--- config.mk ---
export PLATFORM = sky130hd
export DESIGN_NAME = stretch_serial_slave
export DESIGN_NICKNAME = d
export VERILOG_FILES = /design/src/rtl/ssl_pkg.sv /design/src/rtl/ssl_sync.sv /design/src/rtl/ssl_delay.sv /design/src/rtl/stretch_serial_slave.sv
export SDC_FILE = /design/constraint.sdc
export NUM_CORES = 1
export LEC_CHECK = 0
export ABC_AREA = 1
export BUFFER_PORTS_ARGS = -buffer_cell sky130_fd_sc_hd__buf_2
export CAP_MARGIN = 20
export CORE_MARGIN = 2
export CORE_UTILIZATION = 60
export DETAILED_ROUTE_END_ITERATION = 16
export PLACE_DENSITY = 0.78
export SYNTH_ARGS = -nofsm -noshare
export SYNTH_HDL_FRONTEND = slang
export SYNTH_HIERARCHICAL = 1
export SYNTH_SLANG_ARGS = --single-unit
--- constraint.sdc ---
create_clock -name clk -period 2.31 [get_ports clk]
set_input_delay 0.1155 -clock clk [delete_from_list [all_inputs] [get_ports clk]]
set_output_delay 0.1155 -clock clk [all_outputs]
set_load 0.1 [all_outputs]
--- src/rtl/ssl_pkg.sv ---
package ssl_pkg;

    localparam int BYTE_W = 8;
    localparam int BIT_CW = $clog2(BYTE_W);

    localparam int TMR_REL  = 0;
    localparam int TMR_ACKS = 1;
    localparam int TMR_ACKL = 2;
    localparam int NUM_TMR  = 3;

    typedef enum logic [1:0] {
        ST_IDLE = 2'd0,
        ST_RECV = 2'd1,
        ST_ACK  = 2'd2
    } lnk_state_e;

    typedef struct packed {
        logic [BYTE_W-1:0] shift;
        logic [BIT_CW-1:0] cnt;
    } rx_acc_t;

    typedef struct packed {
        logic              active;
        logic [BYTE_W-1:0] data;
        logic [BIT_CW-1:0] idx;
    } tx_slot_t;

    function automatic logic [BYTE_W-1:0] shift_in(logic [BYTE_W-1:0] v, logic b);
        return {v[BYTE_W-2:0], b};
    endfunction

    function automatic int tmr_len(int idx, int rel_us, int acks_us, int ackl_us);
        case (idx)
            TMR_REL:  return rel_us;
            TMR_ACKS: return acks_us;
            default:  return ackl_us;
        endcase
    endfunction

endpackage

--- src/rtl/ssl_sync.sv ---
module ssl_sync #(
    parameter int W      = 2,
    parameter int STAGES = 2
) (
    input  logic         clk,
    input  logic         rst,
    input  logic [W-1:0] a,
    output logic [W-1:0] s
);
    logic [W-1:0] pipe [STAGES];

    always_ff @(posedge clk) begin
        if (rst) begin
            for (int i = 0; i < STAGES; i++) pipe[i] <= '1;
        end else begin
            pipe[0] <= a;
            for (int i = 1; i < STAGES; i++) pipe[i] <= pipe[i-1];
        end
    end

    assign s = pipe[STAGES-1];
endmodule

--- src/rtl/ssl_delay.sv ---
module ssl_delay #(
    parameter int DIV = 125,
    parameter int US  = 5
) (
    input  logic clk,
    input  logic rst,
    input  logic clear,
    input  logic start,
    output logic done
);
    localparam int PW = (DIV > 1) ? $clog2(DIV) : 1;
    localparam int UW = (US > 1) ? $clog2(US) : 1;
    localparam logic [PW-1:0] PRE_TOP = PW'(DIV - 1);
    localparam logic [UW-1:0] US_TOP  = UW'(US - 1);

    logic [PW-1:0] pre;
    logic [UW-1:0] cnt;
    logic          busy;

    always_ff @(posedge clk) begin
        if (rst || clear) begin
            busy <= 1'b0;
            done <= 1'b0;
            pre  <= '0;
            cnt  <= '0;
        end else begin
            done <= 1'b0;
            if (start) begin
                busy <= 1'b1;
                pre  <= PRE_TOP;
                cnt  <= US_TOP;
            end else if (busy) begin
                if (pre == '0) begin
                    pre <= PRE_TOP;
                    if (cnt == '0) begin
                        busy <= 1'b0;
                        done <= 1'b1;
                    end else begin
                        cnt <= cnt - 1'b1;
                    end
                end else begin
                    pre <= pre - 1'b1;
                end
            end
        end
    end
endmodule

--- src/rtl/stretch_serial_slave.sv ---
module stretch_serial_slave
    import ssl_pkg::*;
#(
    parameter int TICK_DIV     = 125,
    parameter int REL_US       = 5,
    parameter int ACK_START_US = 14,
    parameter int ACK_LOW_US   = 25,
    parameter int SYNC_STAGES  = 2
) (
    input  logic              clk,
    input  logic              rst,
    input  logic              en_i,
    input  logic              lnk_clk_i,
    input  logic              lnk_din_i,
    output logic              lnk_clk_pull_o,
    output logic              lnk_dout_pull_o,
    input  logic              rpl_valid_i,
    input  logic [BYTE_W-1:0] rpl_data_i,
    output logic              rpl_take_o,
    output logic [BYTE_W-1:0] rx_data_o,
    output logic              rx_valid_o
);
    localparam logic [BIT_CW-1:0] LAST_BIT = BIT_CW'(BYTE_W - 1);

    // line synchronizer and edge detection
    logic [1:0] sy;
    logic       clk_s, din_s, clk_prev;

    ssl_sync #(.W(2), .STAGES(SYNC_STAGES)) u_sync (
        .clk (clk),
        .rst (rst),
        .a   ({lnk_din_i, lnk_clk_i}),
        .s   (sy)
    );
    assign clk_s = sy[0];
    assign din_s = sy[1];

    always_ff @(posedge clk) begin
        if (rst) clk_prev <= 1'b1;
        else     clk_prev <= clk_s;
    end

    lnk_state_e st;
    rx_acc_t    rx_q;
    tx_slot_t   tx_q, tx_d;
    logic       ack_pull_q, dout_pull_q, pull_d;

    logic live, acc_rise, acc_fall, byte_done, fetch_slot;
    assign live       = en_i && (st != ST_ACK);
    assign acc_rise   = live && clk_s && !clk_prev;
    assign acc_fall   = live && !clk_s && clk_prev;
    assign byte_done  = acc_rise && (rx_q.cnt == LAST_BIT);
    assign fetch_slot = acc_fall && !tx_q.active && (rx_q.cnt == '0);
    assign rpl_take_o = fetch_slot && rpl_valid_i;

    // release, acknowledge-start and acknowledge-low timers
    logic [NUM_TMR-1:0] tmr_start, tmr_done;
    assign tmr_start[TMR_REL]  = acc_rise;
    assign tmr_start[TMR_ACKS] = byte_done;
    assign tmr_start[TMR_ACKL] = tmr_done[TMR_ACKS];

    for (genvar g = 0; g < NUM_TMR; g++) begin : g_tmr
        ssl_delay #(
            .DIV (TICK_DIV),
            .US  (tmr_len(g, REL_US, ACK_START_US, ACK_LOW_US))
        ) u_delay (
            .clk   (clk),
            .rst   (rst),
            .clear (!en_i),
            .start (tmr_start[g]),
            .done  (tmr_done[g])
        );
    end

    // reply slot next-state
    always_comb begin
        tx_d   = tx_q;
        pull_d = dout_pull_q;
        if (tmr_done[TMR_REL]) pull_d = 1'b0;
        if (acc_fall) begin
            if (rpl_take_o) begin
                tx_d.active = 1'b1;
                tx_d.data   = rpl_data_i;
                tx_d.idx    = LAST_BIT;
            end
            if (tx_d.active) begin
                pull_d   = ~tx_d.data[tx_d.idx];
                tx_d.idx = tx_d.idx - 1'b1;
            end else begin
                pull_d = 1'b0;
            end
        end
        if (byte_done) tx_d.active = 1'b0;
    end

    always_ff @(posedge clk) begin
        if (rst || !en_i) begin
            st          <= ST_IDLE;
            rx_q        <= '0;
            tx_q        <= '0;
            ack_pull_q  <= 1'b0;
            dout_pull_q <= 1'b0;
            rx_valid_o  <= 1'b0;
            if (rst) rx_data_o <= '0;
        end else begin
            rx_valid_o  <= 1'b0;
            tx_q        <= tx_d;
            dout_pull_q <= pull_d;

            if (acc_rise) begin
                if (byte_done) begin
                    rx_data_o     <= shift_in(rx_q.shift, din_s);
                    rx_valid_o    <= 1'b1;
                    rx_q.shift    <= '0;
                    rx_q.cnt      <= '0;
                end else begin
                    rx_q.shift    <= shift_in(rx_q.shift, din_s);
                    rx_q.cnt      <= rx_q.cnt + 1'b1;
                end
            end

            case (st)
                ST_IDLE, ST_RECV: begin
                    if (acc_rise || acc_fall) st <= ST_RECV;
                    if (tmr_done[TMR_ACKS]) begin
                        st         <= ST_ACK;
                        ack_pull_q <= 1'b1;
                    end
                end
                ST_ACK: begin
                    if (tmr_done[TMR_ACKL]) ack_pull_q <= 1'b0;
                    if (!ack_pull_q && clk_s && clk_prev) st <= ST_IDLE;
                end
                default: st <= ST_IDLE;
            endcase
        end
    end

    assign lnk_clk_pull_o  = ack_pull_q && en_i;
    assign lnk_dout_pull_o = dout_pull_q && en_i;
endmodule

# Word level (Yosys, flattened, before mapping)
# Memory sizes are Yosys's and may differ from the RTL's.
# Index checks and enable logic that the tools add are counted.
[classes]
n_eq_ne = 12
muxes = 62
n_reduce_logical = 55
n_bitwise = 13
n_addsub = 8
n_lt_le_gt_ge = 1
[op_table]
columns = ["operator", "count"]
rows = [
  ["7-bit 2-to-1 mux", 9],
  ["8-bit 2-to-1 mux", 4],
  ["1-bit 2-to-1 mux", 25],
  ["12-bit 2-to-1 mux", 2],
  ["3-bit AND reduction", 8],
  ["7-bit logical NOT", 3],
  ["7-bit by 1-bit subtractor with 7-bit output (second input constant)", 3],
  ["5-bit 2-to-1 mux", 4],
  ["2-bit nonzero test", 10],
  ["4-bit 2-to-1 mux", 4],
  ["3-bit 2-to-1 mux", 5],
  ["1-bit logical AND", 13],
  ["2-bit inequality test (second input constant)", 6],
  ["4-bit OR reduction", 3],
  ["1-bit NOT", 11],
  ["10-bit 2-to-1 mux", 1],
  ["2-bit 2-to-1 mux", 5],
  ["2-bit OR reduction", 5],
  ["3-bit logical NOT", 2],
  ["3-bit by 1-bit subtractor with 3-bit output (second input constant)", 2],
  ["1-bit logical NOT", 5],
  ["5-bit logical NOT", 1],
  ["5-bit by 1-bit subtractor with 5-bit output (second input constant)", 1],
  ["4-bit logical NOT", 1],
  ["other kinds (15)", 18],
]
[word_totals]
ff_bits = 75
output_inout_bits = 12
word_cells = 181
mem_count = 1
ramBits = 4
[memory_table]
columns = ["name", "depth", "word_bits", "rd", "rd_ports_with_merged_regs", "write_ports", "line_no", "text"]
rows = [
  ["u_sync.pipe", 2, 2, 2, 0, 2, "ssl_sync.sv:10", "logic [W-1:0] pipe [STAGES];"],
]

# Depth between registers and ports, before layout
[logic_depth]
depth_word = 14
mapped_depth = 15
depth_no_buf = 15

# Cells and area by module
# Netlist, hierarchy kept.
[by_module_without_submodules]
columns = ["mod", "instances", "area_per_inst_um2", "cells_each", "seq_area_each_um2"]
rows = [
  ["stretch_serial_slave", 1, 1572.8, 191, 800.8],
  ["ssl_delay (g_tmr[2].u_delay)", 1, 798.3, 103, 280.3],
  ["ssl_delay (g_tmr[1].u_delay)", 1, 740.7, 108, 260.2],
  ["ssl_delay (g_tmr[0].u_delay)", 1, 686.9, 91, 240.2],
  ["ssl_sync", 1, 131.4, 15, 80.1],
]

# Worst setup path after synthesis
# OpenSTA, ideal clock, no wires.
[synth_timing]
path_kind = "reg-to-reg"
start = "register rx_q[0] (netlist bit)"
end = "register dout_pull_q"
required_ns = 2.191
setup_ns = 0.119
path_slack_ns = 0.231
n_path_buf = 0
path_stages_with_launch = 12
arrival_ns = 1.960
cell_sequence = "dfxtp_1 > inv_1 > ha_1 > nand2_1 > nor3_4 > nand2_4 > inv_1 > nor2_1 > inv_1 > nand2_1 > nand3_2 > a21oi_2"
[synth_between]
elab_chain_len = 10
[synth_lines]
columns = ["element", "line_no", "text"]
rows = [
  ["from (decl)", "stretch_serial_slave.sv:44", "rx_acc_t rx_q;"],
  ["3-bit logical NOT *", "stretch_serial_slave.sv:53", "assign fetch_slot = acc_fall && !tx_q.active && (rx_q.cnt == '0);"],
  ["1-bit logical AND *", "stretch_serial_slave.sv:53", ""],
  ["1-bit logical AND *", "stretch_serial_slave.sv:54", "assign rpl_take_o = fetch_slot && rpl_valid_i;"],
  ["net rpl_take_o", "stretch_serial_slave.sv:19", "output logic rpl_take_o,"],
  ["12-bit 2-to-1 mux *", "stretch_serial_slave.sv:81", "if (rpl_take_o) begin"],
  ["12-bit 2-to-1 mux *", "stretch_serial_slave.sv:80", "if (acc_fall) begin"],
  ["1-bit binary-select mux with 3-bit select", "stretch_serial_slave.sv:87", "pull_d = ~tx_d.data[tx_d.idx];"],
  ["1-bit 2-to-1 mux (implied by the code)", "stretch_serial_slave.sv:87", ""],
  ["1-bit NOT", "stretch_serial_slave.sv:87", ""],
  ["1-bit 2-to-1 mux *", "stretch_serial_slave.sv:86", "if (tx_d.active) begin"],
  ["1-bit 2-to-1 mux *", "stretch_serial_slave.sv:80", ""],
  ["to (signal assigned)", "stretch_serial_slave.sv:108", "dout_pull_q <= pull_d;"],
  ["to (decl)", "stretch_serial_slave.sv:46", "logic ack_pull_q, dout_pull_q, pull_d;"],
]
# The timed path passes the listed nets; every way through them passes the cells marked *. The select of a mux whose other input is x is not followed.
# A chain may end at the register's enable or synchronous reset.

# Final worst setup path
[layout_timing]
start = "register rx_q[0] (netlist bit)"
end = "output rpl_take_o"
[layout_between]
elab_chain_len = 3
[layout_lines]
columns = ["element", "line_no"]
rows = [
  ["3-bit logical NOT", "stretch_serial_slave.sv:53"],
  ["1-bit logical AND", "stretch_serial_slave.sv:53"],
  ["1-bit logical AND", "stretch_serial_slave.sv:54"],
  ["to (decl)", "stretch_serial_slave.sv:19"],
]
# Every way passes these cells.

==> results.tsv <==
metric	value	unit
Die Ht	84.9	um
initial antenna violation count	0	
clk buf depth	2	
most frequent CP cell	inv_1	
Compound-Gate Fraction of Synth Area	0.103	
Sink Count	79	
CP endpoint kind	output port	
CP Buf/Inv Count	3	
Inserted Clock Buffers	9	
Starting Density	0.619	
Worst VDD drop	0.000427	V
post-synthesis xor/xnor area fraction	0.0156	
Relative slew margins	0.645	
Mean Syn Cell Area	7.74	um^2
Final GP Congestion	0.869	
CTS tree	built	
WS Path Type	flop to output port	
crit path launch type	flop	
CP top delay family	buffers and inverters	
Design Area, Final	0.00436	mm^2
clock share of power	0.400	
Max Slew Vio Count	0	
Fin. Hold Viols	0	
Synth Warn #	6	
largest family of logic cells by synthesized area	simple AND/OR/NAND/NOR gates	
Logic pwr share	0.060	
mux cell area share after synthesis	0	
die area	0.00721	mm^2
Clock transition at path regs	90	ps
Post-DRT Antenna Nets	0	
Power, Total	2.59	mW
outcome	complete, no violations	
DR vias/cell	5.12	
crit share post-route	0.926	
filler cell count	523	
routed wire length	7240	um
number of flops mapped to enable cells by yosys	8	
pre-CTS setup slack	417	ps
Hold Crit Class	primary input to flop	
ANT cells	0	
CP Max Fanout	16	
number of cell rows	29	
largest cells by area after synthesis	dfxtp_1 36%, nand2_1 8.4%, inv_1 8.2%	
Top Ports	26	
Post-synth top flop	dfxtp_1	
cells after synthesis	508	
postcts setup bufs	0	
Net Sw Frac	0.250	
Worst R2R Path Depth	9	
share of cells above drive strength 1	0.179	
Critical Path AT	2020	ps
WP depth	7	
Final Critical Period	2140	ps
Sequential Power Share	0.541	
Max Fclk	0.468	GHz
CTS root buf	clkbuf_8	
Residual DRC	0	
part of the Yosys area used for sequential elements	0.423	
largest net degree at the start of global routing	19	
first-pass GRT wire length	12800	um
pwr/cell area	595	mW/mm^2
# setup viols final	0	
H-Tree Depth	3	
synth cell count leaders	88 x nand2_1, 86 x inv_1, 71 x dfxtp_1	
Iter 0 DRT Violations	181	
gr usage total	0.218	
register area	0.00166	mm^2
Post-Synth Simple-Gate Area	0.308	
vias	3203	
P_leak	1.92	nW
CP max stage delay	450	ps
Internal	1.95	mW
hold path cells	3	
final setup TNS	0	ps
Yosys cell types	39	
top cell type's share of synthesized area	0.362	
Cell Area, Placed	0.00414	mm^2
DRT Pass-1 Iters	4	
critical path's slowest cell	buf_2	
nets	573	
die width	84.9	um
max capacitance violation total	0	
adder-cell share of the synthesized area	0.0478	
port bufs	25	
area delta synth->final	11.0	%
top-count cell post-synth	nand2_1	
CP required	2190	ps
number of global-route vias before repair	3060	
area of the multi-input gates	0.00186	mm^2
Yosys reg bits	79	
final worst slack	172	ps
Worst-Margin Slew	531	ps
RSZ-0062 raised after global routing	false	
Psw	0.650	mW
HPWL Detailed	5520	um
Cell Chain, Critical Path	inv_1 > ha_1 > nand2_1 > nor3_4 > nand2_4 > inv_1 > buf_2	
FFs w/ async S/R, synth	0	
Syn Std Cell Area	0.00393	mm^2
routed len/inst	11.6	um
Skew-Pair Late Insertion Delay	350	ps
Core Box Area	0.00635	mm^2
Clock Skews	9.07	ps
Syn Nets	537	
remaining global-route overflow	0	
area leader, netlist	dfxtp_1	
==> final timing paths <==
| path | start | endpoint | slack, ps |
|---|---|---|---|
| max | rx_q[0] | rpl_take_o | 170 |
| min | rpl_data_i[4] | tx_q[7] | 6 |
| max reg2reg | rx_q[0] | tx_q[1] | 380 |
| min reg2reg | u_sync/pipe[0][1] | u_sync/pipe[0][3] | 410 |
==> logic make-up (layout without fill, tap and decap cells) <==
kind of cell	count (synthesis)	after routing
simple gates	236	236
buf+inv	103	144
flops	79	79
compound gates	68	68
fa+ha+maj	15	15
xor+xnor	7	7
==> cell usage in the layout (no fill, tap or decap), drive strengths merged, types with 15 or more instances in the layout <==
master / instances
nor2: 77
nand2: 102
dfxtp: 71
inv: 100
o21ai: 17
nand3: 38
ha: 15
a21oi: 32
buf: 28
==> power by group through the flow <==
stage / Clock (mW) / Sequential, mW / Combinational (mW)
3_5_place_dp: 0 / 1.44 / 0.152
2_1_floorplan: 0 / 1.47 / 0.0759
6_report: 1.04 / 1.40 / 0.155
4_1_cts: 1.07 / 1.40 / 0.156
3_3_place_gp: 0 / 1.43 / 0.151
5_1_grt: 1.12 / 1.40 / 0.171
==> worst register-to-register path: stages, from the launching register on <==
cell and delay [ps]:
dfxtp_1 330, inv_1 80, ha_1 150, nand2_1 80, nor3_4 250, nand2_4 180, nand2_1 180, inv_1 90
ha_1 280, a211oi_1 230
==> sequential cells by signal (all words and copies together) (netlist names), 3 cells and up <==
signal	flops
g_tmr.u_delay/pre	21
g_tmr.u_delay/cnt	12
tx_q	12
rx_q	10
rx_data_o	8
u_sync/pipe	4
g_tmr.u_delay/busy	3
g_tmr.u_delay/done	3
==> metrics by stage <==
step | utilization | hold WS (ps) | instances
floorplan | - | 188 | 508
global placement | 0.652 | 314 | 608
detailed placement | 0.652 | 311 | 608
CTS | 0.687 | 0.574 | 626
finish | 0.687 | 5.76 | 626
global route | 0.687 | 33.1 | 626
==> what timing repair did <==
action,CTS,global route
resized for setup,0,0
hold endpoints to repair,2,0
hold buffers,2,0
==> per-layer routing <==
layer | part of all wire | global-route usage | vias up
met3 | 0.048 | 0.0486 | 16
met1 | 0.45 | 0.281 | 1429
li1 | - | - | 1683
met4 | 0.023 | 0.0880 | 0
met2 | 0.48 | 0.358 | 75
met5 | 0 | 0 | -
==> area by class of cell <==
type | count | share of cell area
clock buffers | 9 | 0.0284
clock inverters | 7 | 0.0181
inverters | 98 | 0.0849
multi-input cells | 326 | 0.427
flip-flops and latches | 79 | 0.381
well taps | 77 | 0.0221
repair buffers | 30 | 0.0385
(Power assumes the default switching activity.)
